--- config.mk ---
export PLATFORM = sky130hd
export DESIGN_NAME = roi_contrast
export DESIGN_NICKNAME = d
export VERILOG_FILES = /design/src/rtl/roi_pkg.sv /design/src/rtl/roi_raster_pos.sv /design/src/rtl/roi_cfg_regs.sv /design/src/rtl/roi_bg_scale.sv /design/src/rtl/roi_contrast.sv
export SDC_FILE = /design/constraint.sdc
export NUM_CORES = 1
export LEC_CHECK = 0
export CAP_MARGIN = 40
export CORE_MARGIN = 3
export CORE_UTILIZATION = 50
export CTS_BUF_LIST = sky130_fd_sc_hd__clkbuf_16
export DETAILED_ROUTE_END_ITERATION = 16
export DONT_BUFFER_PORTS = 1
export PLACE_DENSITY = 0.68
export SYNTH_ARGS = -nofsm -noshare
export SYNTH_HDL_FRONTEND = slang
export SYNTH_HIERARCHICAL = 1
export SYNTH_SLANG_ARGS = --single-unit
--- constraint.sdc ---
create_clock -name clk -period 7.7 [get_ports clk]
set_clock_uncertainty 0.1 [all_clocks]
set_input_delay 0.77 -clock clk [delete_from_list [all_inputs] [get_ports clk]]
set_output_delay 0.77 -clock clk [all_outputs]
set_load 0.005 [all_outputs]
--- src/rtl/roi_pkg.sv ---
package roi_pkg;
    localparam int PIX_W  = 8;
    localparam int COL_W  = 10;
    localparam int ROW_W  = 9;
    localparam int GAIN_W = 8;
    localparam int CFG_AW = 3;
    localparam int CFG_DW = (COL_W > ROW_W) ? COL_W : ROW_W;

    typedef struct packed {
        logic [COL_W-1:0]  col_lo;
        logic [COL_W-1:0]  col_hi;
        logic [ROW_W-1:0]  row_lo;
        logic [ROW_W-1:0]  row_hi;
        logic [GAIN_W-1:0] gain;
    } roi_cfg_t;

    typedef enum logic [CFG_AW-1:0] {
        REG_COL_LO = 3'd0,
        REG_COL_HI = 3'd1,
        REG_ROW_LO = 3'd2,
        REG_ROW_HI = 3'd3,
        REG_GAIN   = 3'd4
    } roi_reg_e;

    localparam roi_cfg_t CFG_RESET = '{col_lo: '0, col_hi: '1,
                                       row_lo: '0, row_hi: '1, gain: '1};
endpackage

--- src/rtl/roi_raster_pos.sv ---
module roi_raster_pos
    import roi_pkg::*;
(
    input  logic             clk,
    input  logic             rst_n,
    input  logic             valid,
    input  logic             line_go,
    input  logic             field_go,
    output logic [COL_W-1:0] col_cur,
    output logic [ROW_W-1:0] row_cur
);
    typedef struct packed {
        logic [COL_W-1:0] col;
        logic [ROW_W-1:0] row;
    } pos_t;

    pos_t pos_d, pos_q;

    always_comb begin
        pos_d = pos_q;
        if (field_go) begin
            col_cur = '0;
            row_cur = '0;
        end else if (line_go) begin
            col_cur = '0;
            row_cur = pos_q.row + 1'b1;
        end else begin
            col_cur = pos_q.col;
            row_cur = pos_q.row;
        end
        if (valid) begin
            pos_d.col = col_cur + 1'b1;
            pos_d.row = row_cur;
        end
    end

    always_ff @(posedge clk) begin
        if (!rst_n) pos_q <= '0;
        else        pos_q <= pos_d;
    end
endmodule

--- src/rtl/roi_cfg_regs.sv ---
module roi_cfg_regs
    import roi_pkg::*;
(
    input  logic              clk,
    input  logic              rst_n,
    input  logic              wr_en,
    input  logic [CFG_AW-1:0] wr_addr,
    input  logic [CFG_DW-1:0] wr_data,
    input  logic              field_go,
    output roi_cfg_t          act_cur,
    output roi_cfg_t          act_held
);
    typedef struct packed {
        roi_cfg_t shadow;
        roi_cfg_t active;
    } cfg_state_t;

    cfg_state_t st_d, st_q;

    always_comb begin
        st_d = st_q;
        if (field_go) st_d.active = st_q.shadow;
        if (wr_en) begin
            case (roi_reg_e'(wr_addr))
                REG_COL_LO: st_d.shadow.col_lo = wr_data[COL_W-1:0];
                REG_COL_HI: st_d.shadow.col_hi = wr_data[COL_W-1:0];
                REG_ROW_LO: st_d.shadow.row_lo = wr_data[ROW_W-1:0];
                REG_ROW_HI: st_d.shadow.row_hi = wr_data[ROW_W-1:0];
                REG_GAIN:   st_d.shadow.gain   = wr_data[GAIN_W-1:0];
                default: ;
            endcase
        end
        act_cur  = field_go ? st_q.shadow : st_q.active;
        act_held = st_q.active;
    end

    always_ff @(posedge clk) begin
        if (!rst_n) begin
            st_q.shadow <= CFG_RESET;
            st_q.active <= CFG_RESET;
        end else begin
            st_q <= st_d;
        end
    end
endmodule

--- src/rtl/roi_bg_scale.sv ---
module roi_bg_scale #(
    parameter int DATA_W = 8,
    parameter int G_W    = 8
) (
    input  logic [DATA_W-1:0] pix,
    input  logic [G_W-1:0]    gain,
    output logic [DATA_W-1:0] scaled
);
    localparam int TW = DATA_W + 2 * G_W + 4;
    localparam logic signed [TW-1:0] MULT = TW'((1 << G_W) + 1);
    localparam logic signed [TW-1:0] HALF = TW'(1 << (2 * G_W - 1));
    localparam logic signed [TW-1:0] MAXV = TW'((1 << (DATA_W - 1)) - 1);
    localparam logic signed [TW-1:0] MINV = -TW'(1 << (DATA_W - 1));

    logic signed [DATA_W-1:0] centered;
    logic signed [TW-1:0]     c_ext, g_ext, acc, quo;
    logic        [DATA_W-1:0] q_lim;

    always_comb begin
        centered = $signed({~pix[DATA_W-1], pix[DATA_W-2:0]});
        c_ext    = TW'(centered);
        g_ext    = $signed(TW'(gain));
        acc      = c_ext * g_ext * MULT + HALF;
        quo      = acc >>> (2 * G_W);
        if (quo > MAXV)      q_lim = {1'b0, {(DATA_W-1){1'b1}}};
        else if (quo < MINV) q_lim = {1'b1, {(DATA_W-1){1'b0}}};
        else                 q_lim = quo[DATA_W-1:0];
        scaled = {~q_lim[DATA_W-1], q_lim[DATA_W-2:0]};
    end
endmodule

--- src/rtl/roi_contrast.sv ---
module roi_contrast
    import roi_pkg::*;
(
    input  logic              clk,
    input  logic              rst_n,
    input  logic              pix_valid_i,
    input  logic              line_start_i,
    input  logic              field_start_i,
    input  logic [PIX_W-1:0]  pix_i,
    input  logic              cfg_we_i,
    input  logic [CFG_AW-1:0] cfg_addr_i,
    input  logic [CFG_DW-1:0] cfg_wdata_i,
    output logic              pix_valid_o,
    output logic              line_start_o,
    output logic              field_start_o,
    output logic [PIX_W-1:0]  pix_o
);
    typedef struct packed {
        logic             valid;
        logic             ls;
        logic             fs;
        logic [PIX_W-1:0] pix;
    } out_t;

    logic             field_go, line_go;
    logic [COL_W-1:0] col_cur;
    logic [ROW_W-1:0] row_cur;
    roi_cfg_t         act_cur, act_held;
    logic             in_box;
    logic [PIX_W-1:0] bg_pix;
    out_t             out_d, out_q;

    assign field_go = pix_valid_i & field_start_i;
    assign line_go  = pix_valid_i & line_start_i;

    roi_raster_pos i_pos (
        .clk      (clk),
        .rst_n    (rst_n),
        .valid    (pix_valid_i),
        .line_go  (line_go),
        .field_go (field_go),
        .col_cur  (col_cur),
        .row_cur  (row_cur)
    );

    roi_cfg_regs i_cfg (
        .clk      (clk),
        .rst_n    (rst_n),
        .wr_en    (cfg_we_i),
        .wr_addr  (cfg_addr_i),
        .wr_data  (cfg_wdata_i),
        .field_go (field_go),
        .act_cur  (act_cur),
        .act_held (act_held)
    );

    roi_bg_scale #(.DATA_W(PIX_W), .G_W(GAIN_W)) i_scale (
        .pix    (pix_i),
        .gain   (act_cur.gain),
        .scaled (bg_pix)
    );

    always_comb begin
        in_box = (col_cur >= act_cur.col_lo) && (col_cur <= act_cur.col_hi) &&
                 (row_cur >= act_cur.row_lo) && (row_cur <= act_cur.row_hi);
        out_d.valid = pix_valid_i;
        out_d.ls    = line_go;
        out_d.fs    = field_go;
        out_d.pix   = in_box ? pix_i : bg_pix;
    end

    always_ff @(posedge clk) begin
        if (!rst_n) out_q <= '0;
        else        out_q <= out_d;
    end

    assign pix_valid_o   = out_q.valid;
    assign line_start_o  = out_q.ls;
    assign field_start_o = out_q.fs;
    assign pix_o         = out_q.pix;
endmodule

==> results <==
- Measured against its own limit, the worst slew margin works out to between 40 and 50%.
- The measured slew at the worst slew-check pin is 0.837 ns.
- The detailed-route via count is 7070.
- The post-route setup TNS is 0 ns.
- The count of mapped cells out of synthesis is between 1k and 1.5k.
- The required time of the critical path is 7.94 ns.
- Entering global routing, the biggest net connects 133 pins.
- The first global-routing pass estimated around 35000 µm of wire.
- Once detailed placement completed, the half-perimeter wirelength came to roughly 16000 µm.
- The worst setup path is captured at a flip-flop.
- Global routing finished with a remaining overflow of 0.
- The number of remaining DRC errors is 0.
- The die span in y is around 140 µm.
- The via count of the first global-routing pass came to 6843.
- The H-tree was split into 4 levels.
- For this design the top-level I/O count stands at 38.
- The layout-stage area growth over the synthesis result is 13.1%.
- The number of clock sinks is 122.
- Before antenna repair, the detailed router went through 5 iterations.
- The global-route usage over all layers is between 20% and 30%.
- The kind of launch point of the worst setup path is a primary input.
- The area of the core is 18400 µm².
- In the routed layout, each cell is associated on average with a via count of 5.40.
- Measured on the finished design, the core utilization comes to 58.9%.
- The final standard cell area without fillers is ~11000 µm².
- The number of max-cap violations is 0.
- The arrival time reported for the critical path endpoint is 7.70 ns.
- The number of nets produced by synthesis is 1228.
- The longest clock path from root to sink contains 2 buffers.
- Dividing the synthesized area by the synthesized cell count gives approximately 9.2 µm².
- The total routed wirelength is between 20000 and 25000 µm.
- 0 antenna diodes ended up in the layout.
- The count of input and output buffers is 0.
- The worst hold-check path type is reg -> reg.
- The period utilization is 96.8%.
- The number of buffers added by the clock tree synthesis step is 17.
- The cell area that synthesis handed to floorplanning was 9570 µm².
- The total number of placement rows is 49.
- At the end of the flow, the number of nets in the layout was 1256.
- The initial antenna violation count came to 0.
- After layout, the minimum clock period comes to 7.46 ns.
- The die covers 20800 µm².
- Along the worst path, the maximum fanout reaches 33.
- The number of synthesis warnings is 6.
- The total of hold buffers inserted after clock tree synthesis is 0.
- The run finished with clean final reports.
- For this run, the slowest stage of the critical path takes ~0.55 ns.
- The floorplan step set the die width to 144 µm.
- Setup violations remaining at the end of the flow were counted as 0.
- Routability-driven placement finished with a final weighted congestion of a little over 0.8.
- Based on the critical path, the design can be clocked at up to approximately 130 MHz.
- The TritonCTS clock tree is done.
- The post-route netlist has 17.9% of its cells at a drive strength greater than 1.
- For the worst-skew pair, the clock arrives at the later sink with an insertion delay of 0.41 ns.
- The number of max-slew violations in the final report was 0.
- The starting utilization of the core area is 52.0%.
- The worst-case setup margin in the final layout is 0.245 ns.
- In the final routed layout, each cell accounts on average for 16.1 µm.
- The category of the most critical setup path is in -> reg.
- Once placement finished, the instance area stood at 10100 µm².
- The remaining antenna violation count is 0.
- The clock-pin transition on the worst setup and hold timing paths is around 0.06 ns.
- The tree is rooted in a sky130_fd_sc_hd__clkbuf_16.
- For this block, the initial DRC count from the detailed router was 448.
- The setup slack after placement is -0.251 ns.
- The hold violation count in the final report is 0.
- Among all stages on the critical path, the largest delay is contributed by sky130_fd_sc_hd__fa_1.
[per-layer routing]
layer	GRT usage (%)	vias up	share of wire, %
li1	-	3587	-
met1	32.3	3352	52
met2	30.5	119	42
met3	4.27	12	4.3
met4	4.32	0	0.89
met5	0	-	0
[placed cells by master (no fill, tap or decap), types with 33 or more instances in the layout]
cell type                 instances
sky130_fd_sc_hd__and2_1          75
sky130_fd_sc_hd__buf_4           44
sky130_fd_sc_hd__dfxtp_1        122
sky130_fd_sc_hd__fa_1            37
sky130_fd_sc_hd__ha_1           115
sky130_fd_sc_hd__inv_1          106
sky130_fd_sc_hd__mux2_2          42
sky130_fd_sc_hd__mux2i_1         63
sky130_fd_sc_hd__nand2_1         90
sky130_fd_sc_hd__nor2_1          33
sky130_fd_sc_hd__nor2b_1         45
[what timing repair did]
action,4_1_cts,5_1_grt
endpoints found under the setup margin,0,7
gates resized for setup,0,11
buffers inserted,0,3
[per-stage QoR]
step	cells	hold WS (ns)
final	1310	0.357
after global routing	1310	0.376
after CTS	1307	0.360
after detailed placement	1276	0.347
after global placement	1276	0.342
after floorplan	1041	0.331
[flip-flops by register name (all words and copies together) (netlist names)]
signal / count
field_start_o: 1
i_cfg/act_held: 46
i_pos/pos_q: 19
line_start_o: 1
pix_valid_o: 1
i_cfg/st_q: 46
pix_o: 8
[critical path, delay by kind of cell]
family / cells / cell delay, ns
AO/OA/AOI/OAI: 9 / 1.67
XOR/XNOR: 1 / 0.24
adder cells (fa/ha/maj): 8 / 3.24
buffers and inverters: 5 / 0.42
multiplexers: 2 / 0.44
AND/OR/NAND/NOR: 4 / 0.90
[path summary, 6_finish.rpt]
check | from | end | slack, ns | cells past startpoint
max | pix_valid_i | pix_o[2]$_SDFF_PN0_ | 0.24 | 29
min reg2reg | i_cfg/st_q[68]$_SDFFE_PN0P_ | i_cfg/st_q[68]$_SDFFE_PN0P_ | 0.36 | 2
max reg2reg | i_cfg/act_held[0]$_SDFF_PN1_ | pix_o[2]$_SDFF_PN0_ | 0.58 | 28
min | i_cfg/st_q[68]$_SDFFE_PN0P_ | i_cfg/st_q[68]$_SDFFE_PN0P_ | 0.36 | 2
[area by class of cell]
cell class                      count  area [µm²]
Sequential cell                   122        2440
Multi-Input combinational cell    777        6730
Tap cell                          229         287
Inverter                          107         402
Clock inverter                     14         216
Timing Repair Buffer               44         330
Fill cell                        1575        7560
Clock buffer                       17         425
Power is not shown: default switching activity piles up to over one toggle a cycle in this logic, so the estimate is an artifact.
